## config.mk

```make
export PLATFORM = sky130hd
export DESIGN_NAME = bnpc_unit
export DESIGN_NICKNAME = d
export VERILOG_FILES = /design/src/rtl/bnpc_pkg.sv /design/src/rtl/bnpc_decode.sv /design/src/rtl/bnpc_target.sv /design/src/rtl/bnpc_lr.sv /design/src/rtl/bnpc_unit.sv
export SDC_FILE = /design/constraint.sdc
export NUM_CORES = 1
export LEC_CHECK = 0
export ABC_AREA = 1
export BUFFER_PORTS_ARGS = -buffer_cell sky130_fd_sc_hd__buf_2
export CAP_MARGIN = 0
export CELL_PAD_IN_SITES_DETAIL_PLACEMENT = 0
export CELL_PAD_IN_SITES_GLOBAL_PLACEMENT = 1
export CORE_AREA = 2 2 194 196
export CTS_BUF_LIST = sky130_fd_sc_hd__clkbuf_16
export DETAILED_ROUTE_END_ITERATION = 16
export DIE_AREA = 0 0 196 198
export GPL_TIMING_DRIVEN = 0
export PLACE_DENSITY = 0.88
export SLEW_MARGIN = 20
export SYNTH_ARGS = -nofsm -noshare
export SYNTH_HDL_FRONTEND = slang
export SYNTH_SLANG_ARGS = --single-unit
```

## constraint.sdc

```tcl
create_clock -name clk -period 5.6 [get_ports clk]
set_clock_uncertainty 0.2 [all_clocks]
set_input_delay 0.84 -clock clk [delete_from_list [all_inputs] [get_ports clk]]
set_output_delay 0.84 -clock clk [all_outputs]
set_load 0.01 [all_outputs]
```

## src/rtl/bnpc_pkg.sv

```systemverilog
package bnpc_pkg;
  localparam int INSN_W   = 32;
  localparam int OPC_W    = 6;
  localparam int LI_W     = 24;
  localparam int OPC_LSB  = INSN_W - OPC_W;
  localparam int LI_LSB   = 2;
  localparam int ABS_BIT  = 1;
  localparam int LINK_BIT = 0;
  localparam logic [OPC_W-1:0] BR_OPC = 6'd18;

  typedef struct packed {
    logic            is_branch;
    logic            absolute;
    logic            link;
    logic [LI_W-1:0] li;
  } br_dec_t;
endpackage

```

## src/rtl/bnpc_decode.sv

```systemverilog
module bnpc_decode
  import bnpc_pkg::*;
(
  input  logic              valid,
  input  logic [INSN_W-1:0] word,
  output br_dec_t           dec
);
  always_comb begin
    dec.is_branch = valid && (word[INSN_W-1:OPC_LSB] == BR_OPC);
    dec.absolute  = word[ABS_BIT];
    dec.link      = word[LINK_BIT];
    dec.li        = word[LI_LSB +: LI_W];
  end
endmodule

```

## src/rtl/bnpc_target.sv

```systemverilog
module bnpc_target
  import bnpc_pkg::*;
#(
  parameter int ADDR_W = 64
) (
  input  logic [ADDR_W-1:0] cur_pc,
  input  br_dec_t           dec,
  output logic [ADDR_W-1:0] branch_tgt,
  output logic [ADDR_W-1:0] seq_pc
);
  localparam int EXT_W = ADDR_W - LI_W - 2;
  localparam logic [ADDR_W-1:0] STEP = ADDR_W'(INSN_W / 8);

  logic [ADDR_W-1:0] disp;

  always_comb begin
    disp       = {{EXT_W{dec.li[LI_W-1]}}, dec.li, 2'b00};
    seq_pc     = cur_pc + STEP;
    branch_tgt = dec.absolute ? disp : (cur_pc + disp);
  end
endmodule

```

## src/rtl/bnpc_lr.sv

```systemverilog
module bnpc_lr #(
  parameter int ADDR_W = 64
) (
  input  logic              clk,
  input  logic              rst,
  input  logic              link_en,
  input  logic [ADDR_W-1:0] link_addr,
  input  logic              wr_en,
  input  logic [ADDR_W-1:0] wr_data,
  output logic [ADDR_W-1:0] lr_q
);
  always_ff @(posedge clk) begin
    if (rst)          lr_q <= '0;
    else if (link_en) lr_q <= link_addr;
    else if (wr_en)   lr_q <= wr_data;
  end


  link_wins_chk: assert property (@(posedge clk) disable iff (rst)
    link_en |=> lr_q == $past(link_addr));


  side_write_chk: assert property (@(posedge clk) disable iff (rst)
    (wr_en && !link_en) |=> lr_q == $past(wr_data));


  lr_hold_chk: assert property (@(posedge clk) disable iff (rst)
    (!wr_en && !link_en) |=> $stable(lr_q));
endmodule

```

## src/rtl/bnpc_unit.sv

```systemverilog
module bnpc_unit
  import bnpc_pkg::*;
#(
  parameter int                ADDR_W    = 64,
  parameter logic [ADDR_W-1:0] RESET_VEC = 64'h100
) (
  input  logic              clk,
  input  logic              rst,
  input  logic              instr_valid,
  input  logic [31:0]       instr_word,
  input  logic              lr_wr_en,
  input  logic [ADDR_W-1:0] lr_wr_data,
  output logic [ADDR_W-1:0] pc_out,
  output logic [ADDR_W-1:0] lr_out,
  output logic              taken,
  output logic [ADDR_W-1:0] target_out
);
  br_dec_t           dec;
  logic [ADDR_W-1:0] branch_tgt;
  logic [ADDR_W-1:0] seq_pc;
  logic [ADDR_W-1:0] pc_q;
  logic [ADDR_W-1:0] tgt_q;
  logic              taken_q;

  bnpc_decode u_dec (
    .valid (instr_valid),
    .word  (instr_word),
    .dec   (dec)
  );

  bnpc_target #(.ADDR_W(ADDR_W)) u_tgt (
    .cur_pc     (pc_q),
    .dec        (dec),
    .branch_tgt (branch_tgt),
    .seq_pc     (seq_pc)
  );

  bnpc_lr #(.ADDR_W(ADDR_W)) u_lr (
    .clk       (clk),
    .rst       (rst),
    .link_en   (dec.is_branch && dec.link),
    .link_addr (seq_pc),
    .wr_en     (lr_wr_en),
    .wr_data   (lr_wr_data),
    .lr_q      (lr_out)
  );

  always_ff @(posedge clk) begin
    if (rst) begin
      pc_q    <= RESET_VEC;
      tgt_q   <= '0;
      taken_q <= 1'b0;
    end else begin
      taken_q <= dec.is_branch;
      if (dec.is_branch) begin
        pc_q  <= branch_tgt;
        tgt_q <= branch_tgt;
      end else if (instr_valid) begin
        pc_q  <= seq_pc;
      end
    end
  end

  assign pc_out     = pc_q;
  assign target_out = tgt_q;
  assign taken      = taken_q;


  taken_target_chk: assert property (@(posedge clk) disable iff (rst)
    taken_q |-> pc_q == tgt_q);


  idle_hold_chk: assert property (@(posedge clk) disable iff (rst)
    !instr_valid |=> ($stable(pc_q) && !taken_q));


  seq_step_chk: assert property (@(posedge clk) disable iff (rst)
    (instr_valid && instr_word[31:26] != 6'd18) |=>
      (pc_q == $past(pc_q) + ADDR_W'(4) && !taken_q));


  aligned_chk: assert property (@(posedge clk) disable iff (rst)
    taken_q |-> tgt_q[1:0] == 2'b00);
endmodule

```

==> results of run 1 <==
-- power by group through the flow --
stage	Combinational, mW	Clock (mW)	Sequential, mW
2_1_floorplan	0.568	0	1.54
3_5_place_dp	0.939	0	1.57
5_1_grt	1.06	1.45	1.54
3_3_place_gp	0.932	0	1.57
6_report	0.961	1.39	1.54
4_1_cts	0.944	1.39	1.54
-- final timing paths --
path | cells after the start | to | slack [ns] | start
worst max-delay path | 15 | target_out[62]$_SDFFE_PP0P_ | 1.90 | instr_word[25]
worst max register to register | 15 | target_out[62]$_SDFFE_PP0P_ | 2.18 | pc_out[2]$_SDFFE_PP0P_
worst min register to register | 2 | target_out[3]$_SDFFE_PP0P_ | 0.26 | target_out[3]$_SDFFE_PP0P_
worst min-delay path | 2 | target_out[3]$_SDFFE_PP0P_ | 0.26 | target_out[3]$_SDFFE_PP0P_
-- critical path, delay by kind of cell --
kind	cells	cell delay [ns]
buffers and inverters	2	0.79
AND/OR/NAND/NOR	11	1.67
adder cells (fa/ha/maj)	1	0.40
AO/OA/AOI/OAI	1	0.09
-- synthesized netlist by cell type (6+ instances only) --
cell      instances  share of area [%]
nand2_1         902                 22
inv_1           359                8.8
a21oi_1         228                7.5
nor2_1          208                5.1
dfxtp_1         193                 25
nand3_1         152                5.0
o21ai_0         132                4.3
clkbuf_1         68                1.7
ha_1             62                5.1
xor2_1           47                2.7
a31oi_1          46                1.9
nand4_1          39                1.6
nor3_1           33                1.1
xnor2_1          32                1.8
buf_2            14               0.46
nand3b_1         10               0.49
o21bai_1         10               0.49
buf_1             9               0.22
nor2_4            7               0.52
nor4_1            7               0.29
a311oi_1          6               0.34
-- registers in the layout, indices dropped and copies added (netlist names) --
register    cells
u_lr.lr_q      64
target_out     64
taken           1
pc_out         64
-- placed cells by master, fill, tap and decap left out, drive strengths merged, types with 6 or more instances in the layout --
cell | Yosys | routed
a31oi | 46 | 46
dfxtp | 193 | 193
nand3b | 11 | 11
nand4 | 39 | 39
nor4 | 8 | 8
xor2 | 48 | 48
ha | 62 | 62
a311oi | 6 | 6
buf | 23 | 314
a21oi | 232 | 232
inv | 363 | 365
o21ai | 133 | 133
nand3 | 154 | 154
xnor2 | 32 | 32
o21bai | 10 | 10
nor2 | 217 | 217
nor3 | 36 | 36
clkbuf | 71 | 88
clkinv | 1 | 6
bufinv | 0 | 6
nand2 | 906 | 906
-- final cells by class --
cell class,count,area (µm²)
clock buffer,17,425.4
buffer,94,376.6
tap,474,593.1
timing repair buffer,291,1456
sequential,193,3864
clock inverter,15,235.2
inverter,364,1366
antenna,1,2.502
fill,4079,19010
multi-input combinational,1965,9627
-- cell families (layout without fill, tap and decap cells) --
family / after synthesis / after routing / synth area share (%)
adder cells (fa/ha/maj): 63 / 63 / 5.224
flip-flops: 193 / 193 / 25.36
XOR/XNOR: 80 / 80 / 4.649
buffers and inverters: 458 / 781 / 11.44
other: 0 / 1 / 0
AO/OA/AOI/OAI: 432 / 432 / 15.06
multiplexers: 5 / 5 / 0.3696
AND/OR/NAND/NOR: 1385 / 1385 / 37.89
-- metal layers --
metal	routed length [µm]	up-vias	global-route usage, %
met5	13	-	0
met4	2867	2	14.62
met3	5355	138	3.355
met2	31990	797	58.93
met1	31580	8573	48.99
li1	-	8972	-
==> impl_metrics.py, run 1 <==
metrics = {
    "synthesis": {
        "synth_seq_cells": 193,
        "ys_types": 44,
        "async_flop_share_pct": 0,
        "synth_nets": 2779,
        "synth_edf_count": 0,
        "synth_ff_type": "dfxtp_1",
        "syn_area_um2": 15230,
        "syn_area_per_cell_um2": 5.823,
        "yosysWarningCount": 0,
        "synthCells": 2616,
        "ys_seq_area_share_pct": 25.36,
    },
    "pwr": {
        "power_frac_comb_pct": 24.7,
        "peakVddDrop_v": 0.0001380,
        "sw_frac_of_total_pct": 33.78,
        "p_int_mw": 2.578,
        "p_per_area_nw_per_um2": 216.9,
        "p_switching_mw": 1.315,
        "p_total_mw": 3.893,
        "p_clk_share_pct": 35.7,
        "power_frac_seq_pct": 39.6,
        "p_leak_nw": 9.414,
    },
    "floorplan": {
        "die-height_um": 198,
        "initial_core_util_pct": 41.22,
        "io_pins": 293,
        "die-area_um2": 38810,
        "dieWidth_um": 196,
        "fp-row-count": 71,
        "core_area_um2": 36960,
    },
    "setup_path": {
        "cpMostUsedCell": "nand2_1",
        "critPathMaxFanout": 40,
        "slowest_stage": "buf_2",
        "worstPathRequired_ns": 5.72,
        "cpPeakStageDelay_ns": 0.72,
        "cp_cell_sequence": "buf_2 > ha_1 > nand2_1 > nor2_1 > inv_1 > nor3_1 > nand2_1 > nor3_1 > nand2_1 > nand2_1 > nand2_1 > nand3_1 > nand2_1 > nand2_1 > a21oi_1",
        "cp-start-kind": "input pin",
        "endpoint_kind": "flip-flop",
        "crit_type": "input pin to flip-flop",
        "worstPathArrival_ns": 3.82,
    },
    "global_route": {
        "antenna_found_initial": 1,
        "grt_pass1_wl_mm": 103.6,
        "grt_max_degree": 41,
        "first_global_vias": 16840,
        "track_usage_pct": 36.07,
        "grt-ovfl-total": 0,
    },
    "clock_tree": {
        "htreeDepth": 4,
        "post-cts-setup-buffers": 0,
        "numCtsBuffers": 17,
        "cts-hold-fix-buffers": 0,
        "cts_buffer_depth": 2,
        "clk-insertion-delay-late_ns": 0.46,
        "clk_pin_slew_ns": 0.07,
        "cts_tree": "done",
        "root_buffer": "clkbuf_16",
        "cts_resized": 0,
        "cts_sinks": 193,
    },
    "sta": {
        "max_freq_mhz": 270.1,
        "post-route-period-util_pct": 66.12,
        "layout_setup_ws_ns": 1.897,
        "worst_pin_slew_ns": 0.9688,
        "maxSlewViolCount": 0,
        "rsz0062_at_grt": "false",
        "hold_viol": 0,
        "hold_ws_ns": 0.2618,
        "slew_headroom_pct": 35.41,
        "fin_setup_tns_ns": 0,
        "setup_viol": 0,
        "period_minus_slack_ns": 3.703,
    },
    "detailed_routing": {
        "vias": 18480,
        "routed_wl_mm": 71.81,
        "wl_per_cell_um": 21.03,
        "firstDrtPassIters": 5,
        "ant_nets": 0,
        "drc": 0,
        "viasPerCell": 5.414,
        "drtIter0Drc": 1563,
    },
    "job": {
        "maxCapViolCount": 0,
    },
    "placement": {
        "globalplace.congestion": 1.030,
        "dp.cells": 3381,
        "dpl_worst_slack_ns": 1.537,
        "dpl_cell_area_um2": 17280,
        "portBuffers": 291,
        "dp_hpwl_mm": 60.83,
    },
    "cells_and_area": {
        "instances_no_fill": 3414,
        "area_growth_pct": 17.81,
        "drive_above_1_share_pct": 12.86,
        "fin_util_pct": 48.56,
        "post-route-cell-area_um2": 17950,
        "fin_nets": 3089,
    },
    "worst_hold_path": {
        "hold_path.class": "flip-flop to flip-flop",
    },
    "run_status": {
        "status": "completed",
    },
}
No activity file was read; power rests on OpenSTA's default activity.
==> inputs of run 2 (changes only) <==
--- a/config.mk
+++ b/config.mk
@@ -10,12 +10,12 @@
 export CAP_MARGIN = 0
 export CELL_PAD_IN_SITES_DETAIL_PLACEMENT = 0
 export CELL_PAD_IN_SITES_GLOBAL_PLACEMENT = 1
-export CORE_AREA = 2 2 194 196
+export CORE_AREA = 2 2 201 203
 export CTS_BUF_LIST = sky130_fd_sc_hd__clkbuf_16
 export DETAILED_ROUTE_END_ITERATION = 16
-export DIE_AREA = 0 0 196 198
+export DIE_AREA = 0 0 203 205
 export GPL_TIMING_DRIVEN = 0
-export PLACE_DENSITY = 0.88
+export PLACE_DENSITY = 0.83
 export SLEW_MARGIN = 20
 export SYNTH_ARGS = -nofsm -noshare
 export SYNTH_HDL_FRONTEND = slang
==> constraint.sdc (replaced) <==
create_clock -name clk -period 3.47 [get_ports clk]
set_clock_uncertainty 0.2 [all_clocks]
set_input_delay 0.5205 -clock clk [delete_from_list [all_inputs] [get_ports clk]]
set_output_delay 0.5205 -clock clk [all_outputs]
set_load 0.01 [all_outputs]
==> impl_metrics.py, run 2 (synthesized netlist as in run 1, its figures left out) <==
metrics = {
    "floorplan": {
        "fp-row-count": 73,
        "core_area_um2": 39370,
        "die-area_um2": 41620,
        "io_pins": 293,
        "dieWidth_um": 203,
        "die-height_um": 205,
        "initial_core_util_pct": 38.70,
    },
    "detailed_routing": {
        "viasPerCell": 5.270,
        "drc": 0,
        "drtIter0Drc": 1443,
        "firstDrtPassIters": 6,
        "wl_per_cell_um": 20.53,
        "ant_nets": 0,
        "routed_wl_mm": 71.10,
        "vias": 18250,
    },
    "clock_tree": {
        "root_buffer": "clkbuf_16",
        "clk-insertion-delay-late_ns": 0.46,
        "cts_sinks": 193,
        "cts_tree": "done",
        "htreeDepth": 4,
        "numCtsBuffers": 17,
        "cts_buffer_depth": 2,
        "post-cts-setup-buffers": 0,
        "clk_pin_slew_ns": 0.07,
        "cts_resized": 0,
        "cts-hold-fix-buffers": 0,
    },
    "sta": {
        "setup_viol": 0,
        "rsz0062_at_grt": "false",
        "post-route-period-util_pct": 94.32,
        "max_freq_mhz": 305.5,
        "maxSlewViolCount": 0,
        "hold_viol": 0,
        "period_minus_slack_ns": 3.273,
        "slew_headroom_pct": 41.44,
        "worst_pin_slew_ns": 0.8784,
    },
    "setup_path": {
        "worstPathRequired_ns": 3.66,
        "critPathMaxFanout": 7,
        "crit_type": "flip-flop to flip-flop",
        "worstPathArrival_ns": 3.46,
        "endpoint_kind": "flip-flop",
        "cp-start-kind": "flip-flop",
    },
    "cells_and_area": {
        "final_common_cell": "nand2_1",
        "diodes": 0,
        "drive_above_1_share_pct": 13.00,
        "post-route-cell-area_um2": 17920,
        "fin_nets": 3089,
        "instances_no_fill": 3464,
        "area_growth_pct": 17.63,
        "ff_latch_area_um2": 3864,
        "mostFrequentLayoutCells": "901 x nand2_1, 360 x inv_1, 304 x buf_2",
        "n_fill_cell": 4368,
        "multi_input_area_um2": 9637,
        "fin_util_pct": 45.52,
    },
    "pwr": {
        "p_per_area_nw_per_um2": 331.1,
        "p_leak_nw": 9.369,
        "peakVddDrop_v": 0.0002429,
    },
    "job": {
        "maxCapViolCount": 0,
    },
    "global_route": {
        "first_global_vias": 17450,
        "grt_max_degree": 41,
        "antenna_found_initial": 0,
        "grt_pass1_wl_mm": 104.2,
        "grt-ovfl-total": 0,
        "track_usage_pct": 33.70,
    },
    "placement": {
        "globalplace.congestion": 0.9852,
        "dpl_cell_area_um2": 17350,
        "portBuffers": 291,
        "dp_hpwl_mm": 60.41,
        "dp.cells": 3432,
    },
    "worst_hold_path": {
        "hold_path.class": "input pin to flip-flop",
    },
    "run_status": {
        "status": "completed",
    },
}
[run 2: changes by cell type in the layout (fill, tap and decap cells not counted), moves of 2 or more]
cell | before | now
o21ai_0 | 132 | 130
clkinv_4 | 0 | 2
o21ai_1 | 1 | 3
clkinv_1 | 3 | 1
bufinv_16 | 6 | 1
clkinvlp_4 | 2 | 4
[run 2: area by class of cell]
cell class                 count  share of cell area [%]
multi-input combinational   1965                   53.78
sequential                   193                   21.56
timing repair buffer         291                   8.142
inverter                     364                   7.625
tap                          525                   3.666
clock buffer                  17                   2.374
buffer                        94                   2.102
clock inverter                15                  0.7472
[run 2: worst paths after layout]
check,startpoint,endpoint,slack (ns),cells after the start
max,pc_out[2]$_SDFFE_PP0P_,pc_out[34]$_SDFFE_PP0P_,0.20,15
min,lr_wr_data[20],u_lr.lr_q[20]$_SDFFE_PP0P_,0.14,3
max reg2reg,pc_out[2]$_SDFFE_PP0P_,pc_out[34]$_SDFFE_PP0P_,0.20,15
min reg2reg,target_out[11]$_SDFFE_PP0P_,target_out[11]$_SDFFE_PP0P_,0.26,2
[run 2: power breakdown]
part           internal, mW  switching, mW
logic                 0.511           1.03
clock network         0.994          0.912
registers              2.31          0.177
[run 2: per-stage QoR]
stage	worst slack (ns)	power [mW]	hold slack [ns]	TNS, ns
floorplan	0.8859	3.406	0.2858	0
detailed placement	-0.4144	4.030	0.2540	-3.999
global placement	-0.3545	4.023	0.2519	-2.997
CTS	0.06878	5.908	0.1182	0
finish	0.1970	5.932	0.1394	0
global route	0.003282	6.198	0.1528	0
[run 2: worst max-delay path: stages (launching register included)]
cell     delay, ns
dfxtp_1       0.44
ha_1          0.33
fa_2          0.45
nand3_1       0.12
nand3_1       0.20
nand2_1       0.11
nand2_1       0.11
nand2_1       0.09
nand2_1       0.11
nand2_1       0.09
inv_1         0.04
o21ai_0       0.14
nand2_1       0.06
o21ai_0       0.41
nand2_1       0.15
a21oi_1       0.15
[run 2: routing by layer]
metal  GRT usage (%)  vias up  routed length, µm
met5               0        -                  0
met3           3.516      122               4842
met1           45.04     8394              31740
met2           55.45      754              31870
li1                -     8984                  -
met4           13.89        0               2644
==> inputs of run 3 (changes only) <==
--- a/config.mk
+++ b/config.mk
@@ -6,7 +6,7 @@
 export NUM_CORES = 1
 export LEC_CHECK = 0
 export ABC_AREA = 1
-export BUFFER_PORTS_ARGS = -buffer_cell sky130_fd_sc_hd__buf_2
+export BUFFER_PORTS_ARGS = -buffer_cell sky130_fd_sc_hd__buf_4
 export CAP_MARGIN = 0
 export CELL_PAD_IN_SITES_DETAIL_PLACEMENT = 0
 export CELL_PAD_IN_SITES_GLOBAL_PLACEMENT = 1
==> impl_metrics.py, run 3 (synthesized netlist as in run 1, its figures left out) <==
metrics = {
    "placement": {
        "dpl_worst_slack_ns": -0.1417,
        "globalplace.congestion": 0.9989,
        "dp_hpwl_mm": 60.54,
        "portBuffers": 291,
    },
    "clock_tree": {
        "numCtsBuffers": 17,
        "post-cts-setup-buffers": 0,
        "root_buffer": "clkbuf_16",
        "htreeDepth": 4,
        "cts_tree": "done",
        "clk-insertion-delay-late_ns": 0.45,
        "cts_sinks": 193,
        "clk_pin_slew_ns": 0.07,
        "cts_buffer_depth": 2,
    },
    "setup_path": {
        "cp-endpoint": "pc_out[62]$_SDFFE_PP0P_",
        "worstReg2RegEnd": "pc_out[62]$_SDFFE_PP0P_",
        "crit_start": "pc_out[2]$_SDFFE_PP0P_",
        "reg2reg_depth": 15,
        "worstPathRequired_ns": 3.65,
        "crit_type": "flip-flop to flip-flop",
        "endpoint_kind": "flip-flop",
        "r2r_start": "pc_out[2]$_SDFFE_PP0P_",
        "worstPathArrival_ns": 3.45,
        "critPathMaxFanout": 7,
        "cp-start-kind": "flip-flop",
        "rrSetupSlack_ns": 0.20,
    },
    "sta": {
        "post-route-period-util_pct": 94.15,
        "hold_viol": 0,
        "hold_ws_ns": 0.1524,
        "fin_setup_tns_ns": 0,
        "maxSlewViolCount": 0,
        "rsz0062_at_grt": "false",
        "layout_setup_ws_ns": 0.2029,
        "period_minus_slack_ns": 3.267,
        "max_freq_mhz": 306.1,
        "slew_headroom_pct": 42.41,
        "worst_pin_slew_ns": 0.8639,
        "setup_viol": 0,
    },
    "floorplan": {
        "io_pins": 293,
        "die-height_um": 205,
        "die-area_um2": 41620,
        "core_area_um2": 39370,
        "fp-row-count": 73,
        "initial_core_util_pct": 38.70,
        "dieWidth_um": 203,
    },
    "detailed_routing": {
        "wl_per_cell_um": 20.64,
        "ant_nets": 0,
        "top_layer": "met4",
        "vias": 18240,
        "drtIter0Drc": 1738,
        "drc": 0,
        "routed_wl_mm": 71.50,
        "wl_met1_mm": 31.99,
        "wl_met3_mm": 4.520,
        "viasPerCell": 5.267,
        "wl_met2_mm": 31.91,
        "firstDrtPassIters": 5,
    },
    "cells_and_area": {
        "fin_nets": 3089,
        "final_common_cell": "nand2_1",
        "area_growth_pct": 23.24,
        "drive_above_1_share_pct": 13.00,
        "diodes": 0,
        "mostFrequentLayoutCells": "901 x nand2_1, 360 x inv_1, 291 x buf_4",
    },
    "worst_hold_path": {
        "min_path_cells": 3,
        "hold_path.class": "input pin to flip-flop",
    },
    "pwr": {
        "peakVddDrop_v": 0.0002395,
        "p_per_area_nw_per_um2": 342.0,
        "p_leak_nw": 9.536,
    },
    "global_route": {
        "track_usage_pct": 33.62,
        "grt_pass1_wl_mm": 104.1,
        "grt-ovfl-total": 0,
        "grt_max_degree": 41,
        "antenna_found_initial": 0,
        "first_global_vias": 17440,
    },
    "job": {
        "maxCapViolCount": 0,
    },
    "run_status": {
        "status": "completed",
    },
}
==> run 3: cell types whose count changed in the layout (fill, tap and decap cells not counted), moves of 2 or more <==
cell | before | now
buf_2 | 304 | 14
buf_4 | 0 | 291
bufinv_16 | 1 | 7
clkinvlp_4 | 4 | 1
o21ai_0 | 130 | 132
o21ai_1 | 3 | 1
==> run 3: timing repair <==
action                                  in CTS  in global routing
hold buffers                                 0                  0
resized for setup                            0                  4
endpoints found under the setup margin       0                 19
hold endpoints to repair                     0                  0
==> run 3: report_power, final <==
| part | internal, mW | leakage [nW] | switching [mW] |
|---|---|---|---|
| sequential | 2.31 | 1.58 | 0.188 |
| combinational | 0.587 | 7.62 | 1.03 |
| clock | 1.42 | 0.336 | 0.889 |
==> run 3: metrics by stage <==
| stage | util (%) | power, mW | std cells | instance area, µm² |
|---|---|---|---|---|
| floorplan | - | 3.406 | 2616 | 15230 |
| global placement | 45.91 | 4.100 | 3432 | 18070 |
| detailed placement | 45.91 | 4.115 | 3432 | 18070 |
| CTS | 47.66 | 6.397 | 3464 | 18760 |
| global route | 47.69 | 6.694 | 3464 | 18770 |
| finish | 47.69 | 6.421 | 3464 | 18770 |
==> run 3: worst min-delay path by stage <==
stage                                          start                          to  slack [ns]
after floorplan            u_lr.lr_q[4]$_SDFFE_PP0P_   u_lr.lr_q[4]$_SDFFE_PP0P_        0.29
after detailed placement  target_out[4]$_SDFFE_PP0P_  target_out[4]$_SDFFE_PP0P_        0.26
after CTS                             lr_wr_data[20]  u_lr.lr_q[20]$_SDFFE_PP0P_        0.14
after global routing                   lr_wr_data[9]   u_lr.lr_q[9]$_SDFFE_PP0P_        0.16
after global placement    target_out[8]$_SDFFE_PP0P_  target_out[8]$_SDFFE_PP0P_        0.26
final                                 lr_wr_data[20]  u_lr.lr_q[20]$_SDFFE_PP0P_        0.15
==> run 3: area by class of cell <==
| type | count | area [µm²] |
|---|---|---|
| fillers | 4266 | 20590 |
| multi-input cells | 1965 | 9639 |
| flip-flops and latches | 193 | 3864 |
| repair buffers | 291 | 2185 |
| inverters | 364 | 1366 |
| well taps | 525 | 656.9 |
| clock buffers | 17 | 425.4 |
| plain buffers | 94 | 376.6 |
| clock inverters | 15 | 261.5 |
==> run 3: critical path, stage by stage, from the launching register on <==
cell	delay (ns)
dfxtp_1	0.44
ha_2	0.30
fa_2	0.43
nand3_1	0.11
nand3_1	0.21
inv_1	0.11
nor2_1	0.05
o21ai_0	0.31
nand2_2	0.22
nand2_1	0.13
nand2_1	0.05
nand2_1	0.05
nand3_1	0.14
nand2_1	0.11
nand2_1	0.16
a21oi_1	0.16
==> run 3: per-layer routing <==
metal	GRT usage [%]	vias up
li1	-	8956
met1	45.11	8440
met2	54.70	720
met3	3.325	128
met4	14.96	0
met5	0	-
